--- src/rtl/sprog_pkg.sv ---
package sprog_pkg;
  localparam logic [7:0] OP_EN0  = 8'hAC;
  localparam logic [7:0] OP_EN1  = 8'h53;
  localparam logic [7:0] OP_LDLO = 8'h40;
  localparam logic [7:0] OP_LDHI = 8'h48;
  localparam logic [7:0] OP_WRPG = 8'h4C;
  localparam logic [7:0] OP_POLL = 8'hF0;

  typedef enum logic [1:0] {
    ACT_NONE   = 2'd0,
    ACT_LDLO   = 2'd1,
    ACT_LDHI   = 2'd2,
    ACT_COMMIT = 2'd3
  } act_e;
endpackage

--- src/rtl/sprog_sync.sv ---
module sprog_sync #(
  parameter int           W   = 1,
  parameter logic [W-1:0] RST = '0
) (
  input  logic         clk,
  input  logic         rst_n,
  input  logic [W-1:0] d,
  output logic [W-1:0] q
);
  logic [W-1:0] s1_q;

  always_ff @(posedge clk or negedge rst_n) begin
    if (!rst_n) begin
      s1_q <= RST;
      q    <= RST;
    end else begin
      s1_q <= d;
      q    <= s1_q;
    end
  end
endmodule

--- src/rtl/sprog_link.sv ---
module sprog_link
  import sprog_pkg::*;
(
  input  logic       clk,
  input  logic       rst_n,
  input  logic       sclk_s,
  input  logic       sdi_s,
  input  logic       idle,
  input  logic       prog_on,
  input  logic       busy,
  output logic       sdo,
  output logic       frame_done,
  output logic [7:0] cmd0,
  output logic [7:0] cmd1,
  output logic [7:0] cmd2,
  output logic [7:0] cmd3
);
  logic       sclk_q;
  logic [4:0] cnt_q, cnt_n;
  logic [7:0] rx_q, rx_n;
  logic [7:0] tx_q, tx_n;
  logic [7:0] c0_n, c1_n, c2_n, c3_n;
  logic       sdo_n, done_n;
  logic       rise, byte_end;
  logic [7:0] rxb, reply;

  assign rise     = sclk_s & ~sclk_q;
  assign rxb      = {rx_q[6:0], sdi_s};
  assign byte_end = (cnt_q[2:0] == 3'd7);

  // reply for the byte that follows the one just completed
  always_comb begin
    case (cnt_q[4:3])
      2'd2:    reply = (prog_on && cmd0 == OP_POLL) ? {7'b0, busy} : rxb;
      2'd3:    reply = 8'h00;
      default: reply = rxb;
    endcase
  end

  always_comb begin
    cnt_n  = cnt_q;
    rx_n   = rx_q;
    tx_n   = tx_q;
    sdo_n  = sdo;
    done_n = 1'b0;
    c0_n   = cmd0;
    c1_n   = cmd1;
    c2_n   = cmd2;
    c3_n   = cmd3;
    if (idle) begin
      cnt_n = '0;
      tx_n  = '0;
      sdo_n = 1'b0;
    end else if (rise) begin
      rx_n  = rxb;
      cnt_n = cnt_q + 5'd1;
      sdo_n = tx_q[7];
      tx_n  = byte_end ? reply : {tx_q[6:0], 1'b0};
      if (byte_end) begin
        case (cnt_q[4:3])
          2'd0: c0_n = rxb;
          2'd1: c1_n = rxb;
          2'd2: c2_n = rxb;
          default: begin
            c3_n   = rxb;
            done_n = 1'b1;
          end
        endcase
      end
    end
  end

  always_ff @(posedge clk or negedge rst_n) begin
    if (!rst_n) begin
      sclk_q     <= 1'b0;
      cnt_q      <= '0;
      tx_q       <= '0;
      sdo        <= 1'b0;
      frame_done <= 1'b0;
    end else begin
      sclk_q     <= sclk_s;
      cnt_q      <= cnt_n;
      tx_q       <= tx_n;
      sdo        <= sdo_n;
      frame_done <= done_n;
    end
  end

  always_ff @(posedge clk) begin
    rx_q <= rx_n;
    cmd0 <= c0_n;
    cmd1 <= c1_n;
    cmd2 <= c2_n;
    cmd3 <= c3_n;
  end

  // each detected serial rising edge advances the bit position by one
  p_count_step_r1: assert property (@(posedge clk) disable iff (!rst_n)
    (rise && !idle) |=> (cnt_q == $past(cnt_q) + 5'd1));

  // select high realigns the counter and silences the reply line
  p_idle_clear_r10: assert property (@(posedge clk) disable iff (!rst_n)
    idle |=> (cnt_q == 5'd0 && !sdo));

  // a frame is reported only once the counter has wrapped after 32 bits
  p_done_at_wrap_r3: assert property (@(posedge clk) disable iff (!rst_n)
    frame_done |-> (cnt_q == 5'd0));
endmodule

--- src/rtl/sprog_ctrl.sv ---
module sprog_ctrl
  import sprog_pkg::*;
#(
  parameter int IDXW = 6,
  parameter int PGW  = 7
) (
  input  logic            clk,
  input  logic            rst_n,
  input  logic            idle,
  input  logic            frame_done,
  input  logic [7:0]      cmd0,
  input  logic [7:0]      cmd1,
  input  logic [7:0]      cmd2,
  input  logic [7:0]      cmd3,
  output logic            prog_on,
  output act_e            act,
  output logic [IDXW-1:0] idx,
  output logic [7:0]      dat,
  output logic [PGW-1:0]  page
);
  localparam int AW = IDXW + PGW;

  logic [15:0]     addr;
  logic            unused_hi;
  logic            on_n;
  act_e            act_n;
  logic [IDXW-1:0] idx_n;
  logic [7:0]      dat_n;
  logic [PGW-1:0]  page_n;
  logic            is_enable;

  assign addr      = {cmd1, cmd2};
  assign unused_hi = ^addr[15:AW];
  assign is_enable = (cmd0 == OP_EN0) && (cmd1 == OP_EN1);

  always_comb begin
    on_n   = prog_on;
    act_n  = ACT_NONE;
    idx_n  = idx;
    dat_n  = dat;
    page_n = page;
    if (idle) begin
      on_n = 1'b0;
    end else if (frame_done) begin
      if (is_enable) begin
        on_n = 1'b1;
      end else if (prog_on) begin
        idx_n  = cmd2[IDXW-1:0];
        dat_n  = cmd3;
        page_n = addr[AW-1:IDXW];
        case (cmd0)
          OP_LDLO: act_n = ACT_LDLO;
          OP_LDHI: act_n = ACT_LDHI;
          OP_WRPG: act_n = ACT_COMMIT;
          default: act_n = ACT_NONE;
        endcase
      end
    end
  end

  always_ff @(posedge clk or negedge rst_n) begin
    if (!rst_n) begin
      prog_on <= 1'b0;
      act     <= ACT_NONE;
    end else begin
      prog_on <= on_n;
      act     <= act_n;
    end
  end

  always_ff @(posedge clk) begin
    idx  <= idx_n;
    dat  <= dat_n;
    page <= page_n;
  end

  // no buffer action unless programming mode was already open
  p_act_in_mode_r4: assert property (@(posedge clk) disable iff (!rst_n)
    (act != ACT_NONE) |-> $past(prog_on));

  // a complete signature frame opens programming mode
  p_enable_r4: assert property (@(posedge clk) disable iff (!rst_n)
    (frame_done && !idle && is_enable) |=> prog_on);
endmodule

--- src/rtl/sprog_pagebuf.sv ---
module sprog_pagebuf
  import sprog_pkg::*;
#(
  parameter int WORDS = 64,
  parameter int PGW   = 7
) (
  input  logic                  clk,
  input  logic                  rst_n,
  input  act_e                  act,
  input  logic [$clog2(WORDS)-1:0] idx,
  input  logic [7:0]            dat,
  input  logic [PGW-1:0]        page,
  output logic                  pg_we,
  output logic [PGW-1:0]        pg_num,
  output logic [WORDS-1:0]      pg_mask,
  output logic [WORDS*16-1:0]   pg_data
);
  logic [WORDS-1:0] sel, wr_lo, wr_hi;
  logic [WORDS-1:0] lo_seen_q, lo_seen_n;
  logic [WORDS-1:0] vld_q, vld_n;
  logic             commit;

  assign commit = (act == ACT_COMMIT);

  always_comb begin
    sel      = '0;
    sel[idx] = 1'b1;
    wr_lo    = (act == ACT_LDLO) ? sel : '0;
    wr_hi    = (act == ACT_LDHI) ? (sel & lo_seen_q) : '0;
    if (commit) begin
      lo_seen_n = '0;
      vld_n     = '0;
    end else begin
      lo_seen_n = lo_seen_q | wr_lo;
      vld_n     = vld_q | wr_hi;
    end
  end

  always_ff @(posedge clk or negedge rst_n) begin
    if (!rst_n) begin
      lo_seen_q <= '0;
      vld_q     <= '0;
      pg_we     <= 1'b0;
    end else begin
      lo_seen_q <= lo_seen_n;
      vld_q     <= vld_n;
      pg_we     <= commit;
    end
  end

  always_ff @(posedge clk or negedge rst_n) begin
    if (!rst_n) begin
      pg_num  <= '0;
      pg_mask <= '0;
    end else if (commit) begin
      pg_num  <= page;
      pg_mask <= vld_q;
    end
  end

  for (genvar g = 0; g < WORDS; g++) begin : g_word
    logic [7:0] lo_q, hi_q;
    always_ff @(posedge clk) begin
      if (wr_lo[g]) lo_q <= dat;
      if (wr_hi[g]) hi_q <= dat;
    end
    assign pg_data[16*g +: 16] = {hi_q, lo_q};
  end

  // the commit strobe lasts a single cycle
  p_we_single_r7: assert property (@(posedge clk) disable iff (!rst_n)
    pg_we |=> !pg_we);

  // marks are empty in the cycle the strobe is visible
  p_commit_clears_r8: assert property (@(posedge clk) disable iff (!rst_n)
    pg_we |-> (vld_q == '0 && lo_seen_q == '0));

  // a word is never complete without its low half marked
  p_mask_needs_lo_r6: assert property (@(posedge clk) disable iff (!rst_n)
    1'b1 |-> ((vld_q & ~lo_seen_q) == '0));
endmodule

--- src/rtl/sprog_target.sv ---
module sprog_target
  import sprog_pkg::*;
#(
  parameter int WORDS = 64,
  parameter int PGW   = 7
) (
  input  logic                clk,
  input  logic                rst_n,
  input  logic                prog_sel_n,
  input  logic                sclk,
  input  logic                sdi,
  output logic                sdo,
  input  logic                mem_busy,
  output logic                pg_we,
  output logic [PGW-1:0]      pg_num,
  output logic [WORDS-1:0]    pg_mask,
  output logic [WORDS*16-1:0] pg_data
);
  localparam int IDXW = $clog2(WORDS);

  logic [2:0]      sync_q;
  logic            idle, sclk_s, sdi_s;
  logic            frame_done, prog_on;
  logic [7:0]      cmd0, cmd1, cmd2, cmd3;
  act_e            act;
  logic [IDXW-1:0] idx;
  logic [7:0]      dat;
  logic [PGW-1:0]  page;

  sprog_sync #(.W(3), .RST(3'b100)) u_sync (
    .clk   (clk),
    .rst_n (rst_n),
    .d     ({prog_sel_n, sclk, sdi}),
    .q     (sync_q)
  );

  assign idle   = sync_q[2];
  assign sclk_s = sync_q[1];
  assign sdi_s  = sync_q[0];

  sprog_link u_link (
    .clk        (clk),
    .rst_n      (rst_n),
    .sclk_s     (sclk_s),
    .sdi_s      (sdi_s),
    .idle       (idle),
    .prog_on    (prog_on),
    .busy       (mem_busy),
    .sdo        (sdo),
    .frame_done (frame_done),
    .cmd0       (cmd0),
    .cmd1       (cmd1),
    .cmd2       (cmd2),
    .cmd3       (cmd3)
  );

  sprog_ctrl #(.IDXW(IDXW), .PGW(PGW)) u_ctrl (
    .clk        (clk),
    .rst_n      (rst_n),
    .idle       (idle),
    .frame_done (frame_done),
    .cmd0       (cmd0),
    .cmd1       (cmd1),
    .cmd2       (cmd2),
    .cmd3       (cmd3),
    .prog_on    (prog_on),
    .act        (act),
    .idx        (idx),
    .dat        (dat),
    .page       (page)
  );

  sprog_pagebuf #(.WORDS(WORDS), .PGW(PGW)) u_buf (
    .clk     (clk),
    .rst_n   (rst_n),
    .act     (act),
    .idx     (idx),
    .dat     (dat),
    .page    (page),
    .pg_we   (pg_we),
    .pg_num  (pg_num),
    .pg_mask (pg_mask),
    .pg_data (pg_data)
  );

  // closing the select line closes programming mode
  p_sel_closes_mode_r10: assert property (@(posedge clk) disable iff (!rst_n)
    idle |=> !prog_on);
endmodule

--- config.mk ---
export PLATFORM = sky130hd
export DESIGN_NAME = sprog_target
export DESIGN_NICKNAME = d
export VERILOG_FILES = /design/src/rtl/sprog_pkg.sv /design/src/rtl/sprog_sync.sv /design/src/rtl/sprog_link.sv /design/src/rtl/sprog_ctrl.sv /design/src/rtl/sprog_pagebuf.sv /design/src/rtl/sprog_target.sv
export SDC_FILE = /design/constraint.sdc
export NUM_CORES = 1
export LEC_CHECK = 0
export BUFFER_PORTS_ARGS = -buffer_cell sky130_fd_sc_hd__buf_2
export CAP_MARGIN = 20
export CORE_AREA = 4 4 425 427
export DETAILED_ROUTE_END_ITERATION = 10
export DIE_AREA = 0 0 429 431
export PLACE_DENSITY = 0.47
export SLEW_MARGIN = 0
export SYNTH_ARGS = -nofsm -noshare
export SYNTH_HDL_FRONTEND = slang
export SYNTH_HIERARCHICAL = 1
export SYNTH_SLANG_ARGS = --single-unit
--- constraint.sdc ---
create_clock -name clk -period 3.1 [get_ports clk]
set_input_delay 0.93 -clock clk [delete_from_list [all_inputs] [get_ports clk]]
set_output_delay 0.93 -clock clk [all_outputs]
set_load 0.1 [all_outputs]
== Word-level counts from Yosys, hierarchy flattened ==
Index checks and enable logic that the tools add are counted.
W data, S select, Z words.
Storage, ports and cells
  register bits: 1309
  input bits: 6
  output and inout bits: 1097
  word-level logic and storage cells: 216
Cells by class
  add/sub/neg operators: 1
  order comparisons: 2
  equal/unequal tests: 13
  mux-type cells: 27
  bitwise gates (word level): 8
  reduce and logical (&&, ||, !) cells: 15
Operators with widths (number)
  $mux W64: 4
  $or A64 B64 Y64: 2
  $and A64 B64 Y64: 1
  $eq A8 B7 Y1 const B: 4
  $mux W8: 4
  $reduce_and A4 Y1: 5
  $eq A8 B8 Y1 const B: 2
  $pmux W8 S2: 1
  $mux W1: 10
  $mux W5: 2
  $eq A2 B2 Y1 const B: 4
  $mux W2: 4
  $lt A6 B7 Y1 const B: 1
  $demux W1 S6: 1
  $ge A6 B1 Y1 const B: 1
  $pmux W2 S3: 1
  $reduce_bool A2 Y1: 3
  $add A5 B1 Y5 const B: 1
  $eq A2 B1 Y1 const B: 2
  $not A1 Y1: 4
  $reduce_and A2 Y1: 2
  $eq A3 B3 Y1 const B: 1
  $logic_and A1 B1 Y1: 3
  $reduce_or A3 Y1: 1
  2 further kinds: 2

== Longest topological paths before layout ==
  depth after elaboration: 8
  mapped depth: 7
  depth with buffers taken out: 6

== Modules after synthesis ==
The synthesis kept the hierarchy.
By module, submodules not included
  sprog_pagebuf: instances 1, cells an instance 1882, area each 40867.9 µm², seq. area each 35754.3 µm²
  sprog_link: instances 1, cells an instance 123, area each 2059.5 µm², seq. area each 1571.5 µm²
  sprog_ctrl: instances 1, cells an instance 42, area each 830.8 µm², seq. area each 705.7 µm²
  sprog_sync: instances 1, cells an instance 6, area each 152.6 µm², seq. area each 152.6 µm²

== Least setup slack after synthesis ==
Ideal clock, no wire load.
  path type: flip-flop to flip-flop
  start: reg u_ctrl.idx[1]
  end: reg u_buf.g_word[17].hi_q[0], enable pin
  setup time: 395 ps
  arrival time: 2033 ps
  data required time: 2705 ps
  setup slack: 672 ps
  cell stages (with the launch flop): 5
  path buffers: 2
  period minus slack after synthesis: 2428 ps
  cells stage by stage: edfxtp_1 or3b_1 clkbuf_1 buf_2 nor4_1
Between the ends
  longest elaborated chain between the ends: 6
  elaborated cells between the ends (all ways): 7
  classes of those cells: order compare: 2; mux: 3; bitwise: 1; reduce/logical: 1
Ends and longest elaborated chain
  start: declaration: line sprog_ctrl.sv:17  | output logic [IDXW-1:0] idx,
  start signal: assignment: line sprog_ctrl.sv:72  | idx <= idx_n;
  $lt A6 B7 Y1 (not written as such) / $ge A6 B1 Y1 (equally long branches): line sprog_pagebuf.sv:27  | sel[idx] = 1'b1;
  $logic_and A1 B1 Y1 (not written as such): line sprog_pagebuf.sv:27
  $mux W1 (not written as such): line sprog_pagebuf.sv:27
  $demux W1 S6 (*)
  $and A64 B64 Y64 (*): line sprog_pagebuf.sv:29  | wr_hi = (act == ACT_LDHI) ? (sel & lo_seen_q) : '0;
  $mux W64 (*): line sprog_pagebuf.sv:29
  via u_buf.wr_hi[17]: line sprog_pagebuf.sv:18  | logic [WORDS-1:0] sel, wr_lo, wr_hi;
  end signal: assignment: line sprog_pagebuf.sv:65  | if (wr_hi[g]) hi_q <= dat;
  end: declaration: line sprog_pagebuf.sv:62  | logic [7:0] lo_q, hi_q;
Mark *: on every way through the listed nets, which the timed path passes. The rest lies on a longest branch.
A chain may end at the register's enable or synchronous reset.

== Worst setup path in the final report ==
  start: reg u_ctrl.act[1]
  end: reg u_buf.g_word[25].hi_q[3], enable pin
Between the ends
  longest elaborated chain between the ends: 2
Ends and longest elaborated chain
  start: declaration: line sprog_ctrl.sv:16  | output act_e act,
  start signal: assignment: line sprog_ctrl.sv:67  | act <= act_n;
  $eq A2 B2 Y1: line sprog_pagebuf.sv:29
  $mux W64: line sprog_pagebuf.sv:29
  via u_buf.wr_hi[25]: line sprog_pagebuf.sv:18
  end signal: assignment: line sprog_pagebuf.sv:65
  end: declaration: line sprog_pagebuf.sv:62
The timed path passes the listed nets, and every way through them passes these cells.

==> impl_metrics.tcl <==
set metrics [dict create \
    grt_pass1_wl_um 213200 \
    finalCritPeriodShare_pct 90.23 \
    synthArstFlopShare_pct 17.19 \
    p_sw_mw 7.133 \
    grt_max_degree 74 \
    switching_share_pct 20.00 \
    rsz0062_at_grt "no" \
    syn-num-nets 2061 \
    p_leak_nw 22.29 \
    powerDensity_nw_per_um2 611.9 \
    power_frac_comb_pct 0.3 \
    antenna_found_initial 6 \
    hold_path_class "in -> async" \
    drt_iter0_drc 1909 \
    cts-buffers-inserted 143 \
    period_needed_ns 2.797 \
    ys_warn_count 6 \
    clkSlewWorstSetupHoldPaths_ns 0.06 \
    cts_hold_buffers 0 \
    start_util_pct 24.93 \
    synthFlopType "edfxtp_1" \
    worst_slew_pin_slew_ns 1.139 \
    detail-route-antenna-nets 0 \
    die-area_um2 184900 \
    ys_types 58 \
    routedWlPerCell_um 26.83 \
    critical_path_class "reg -> reg" \
    overflow 0 \
    synth_area_leaders "edfxtp_1, dfrtp_1, a21bo_2" \
    finClkSkew_ns 0.02584 \
    root_buffer "clkbuf_16" \
    synth_top_cell_area_share_pct 74.13 \
    cp.arrival_ns 3.28 \
    finalHoldViolCount 0 \
    synth_simple_gate_area_share_pct 3.311 \
    vias_per_cell 4.306 \
    core-area_um2 176100 \
    cts_sinks 1309 \
    io-pin-count 1103 \
    slew_headroom_pct 23.48 \
    synth_edf_count 1084 \
    drc_errors 0 \
    status "finished, final reports clean" \
    nets 3378 \
    drive_above_1_share_pct 50.92 \
    intPower_mw 28.53 \
    ir_worst_vdd_v 0.0004394 \
    clk_path_buf_depth 3 \
    synth-xor-area-share_pct 0.07978 \
    stdcell_area_um2 58290 \
    placed_area_um2 53600 \
    reg2reg_slack_ns 0.30 \
    syn_inst 2053 \
    required_ns 3.59 \
    rows 154 \
    cap_violations 0 \
    gp_congestion 0.7782 \
    cp-end-kind "flip-flop" \
    worstPathMaxFanout 28 \
    drtPass1Iterations 5 \
    cts_tree "built" \
    crit_start "u_ctrl/act[1]" \
    grt_pass1_vias 24919 \
    rr_startpoint "u_ctrl/act[1]" \
    clockPowerShare_pct 46.9 \
    netlist_top_cells_count "edfxtp_1, dfrtp_1, a21bo_2, nor3_1, mux2_2" \
    clock.fmax_ghz 0.3575 \
    fp.dieW_um 429 \
    avgSynthCellArea_um2 21.39 \
    hpwl_um 104500 \
    syn_area_um2 43910 \
    syn_to_final_growth_pct 32.74 \
    fin_tns_setup_ns 0 \
    synth_compound_area_share_pct 5.762 \
    finalSetupViolCount 0 \
    synthAdderAreaFrac_pct 0.05699 \
    wirelength_um 156400 \
    cts_resized 0 \
    vias 25095 \
    htreeDepth 4 \
    pwr-share-seq_pct 52.8 \
    start_kind "flip-flop" \
    gr-usage-all-layers_pct 16.27 \
    clock_latency_ns 0.79 \
    synthMuxAreaShare_pct 1.844 \
    die_y_um 431 \
    synth_seq_area_share_pct 86.96 \
    cts_setup_buffers 0 \
    drv_slew 0 \
    numPortBuffers 1102 \
    synth_top_family_by_area "compound AO/OA/AOI/OAI gates" \
    synth_most_common_cell "edfxtp_1" \
    yosysTopAreaCell "edfxtp_1" \
    synth_seq_cells 1309 \
]
[final timing paths]
check | depth (start not counted) | endpoint
setup / recovery | 5 | u_buf/g_word[25].hi_q[3]
max in group asynchronous | 2 | u_buf/vld_q[52]
hold reg to reg | 0 | u_sync/q[1]
hold / removal | 1 | u_buf/pg_num[5]
min in group clk | 1 | u_sync/s1_q[2]
setup reg to reg | 5 | u_buf/g_word[25].hi_q[3]
[stage by stage]
step                setup slack, ns  power, mW  hold slack, ns  std cells  utilization, %
global placement             0.2567      19.30          0.3345       5547           30.43
CTS                          0.2338      36.15         0.04043       5810           33.04
floorplan                    0.6723      19.21          0.3312       2053               -
global route                 0.1979      36.91         0.07770       5826           33.09
detailed placement           0.2508      19.30          0.3410       5549           30.43
finish                       0.3030      35.67         0.09274       5828           33.10
[logic make-up after synthesis]
group | after synthesis
AO/OA/AOI/OAI | 263
XOR/XNOR | 4
adder cells (fa/ha/maj) | 2
buffers and inverters | 185
flip-flops | 1309
multiplexers | 72
AND/OR/NAND/NOR | 218
[cells in the final DEF (no fill, tap or decap), drive strengths merged, types with 5 or more instances in the layout]
cell type | synthesis | layout
or4bb | 5 | 5
o41ai | 62 | 62
nor2 | 11 | 11
nand2 | 12 | 12
clkinv | 0 | 47
o2bb2ai | 7 | 7
nor3b | 8 | 8
edfxtp | 1084 | 1084
dfrtp | 223 | 223
nand3b | 6 | 6
o32ai | 15 | 15
nand4bb | 7 | 7
nor4 | 44 | 44
nand4b | 10 | 10
o31ai | 51 | 51
clkbuf | 60 | 193
buf | 65 | 1289
or3b | 5 | 5
a21oi | 11 | 11
bufinv | 0 | 11
nor3 | 88 | 88
a21bo | 113 | 113
inv | 60 | 74
nand4 | 5 | 5
mux2 | 71 | 71
[state kept, by name, summed over array words and instances (netlist names), 2 cells and up]
name               count
u_buf/g_word.hi_q    512
u_buf/g_word.lo_q    512
u_buf/lo_seen_q       64
u_buf/pg_mask         64
u_buf/pg_num           7
u_buf/vld_q           64
u_ctrl/act             2
u_ctrl/dat             8
u_ctrl/idx             6
u_ctrl/page            7
u_link/cmd0            8
u_link/cmd1            8
u_link/cmd2            8
u_link/cmd3            8
u_link/cnt_q           5
u_link/rx_q            7
u_link/tx_q            8
u_sync/q               3
u_sync/s1_q            3
[metal layers]
| metal | vias to the layer above | wire (µm) | track usage (%) |
|---|---|---|---|
| li1 | 10769 | - | - |
| met1 | 13215 | 60340 | 19.15 |
| met2 | 918 | 82240 | 29.15 |
| met3 | 193 | 9220 | 3.965 |
| met4 | 0 | 4569 | 5.263 |
| met5 | - | 0 | 0 |
[area by class of cell]
cell class	instances	area (µm²)
Clock inverter	76	767.0
Multi-Input combinational cell	559	5074
Timing Repair Buffer	1297	7277
Tap cell	2340	2928
Fill cell	17123	117800
Antenna cell	2	5.005
Clock buffer	185	3819
Inverter	60	225.2
Sequential cell	1309	38190
[worst max-delay path, stage by stage (launching register included)]
cell     delay [ns]
dfrtp_4        0.40
buf_4          0.32
or3b_4         0.64
buf_4          0.35
nor4_2         0.47
buf_4          0.28
[power groups by stage]
stage               logic, mW  registers [mW]  clock network [mW]
floorplan              0.0162            19.2                   0
global placement       0.0988            19.2                   0
detailed placement     0.0992            19.2                   0
CTS                    0.0992            18.8                17.2
global route            0.108            18.8                18.0
finish                 0.0930            18.8                16.7
(Power assumes the default switching activity.)
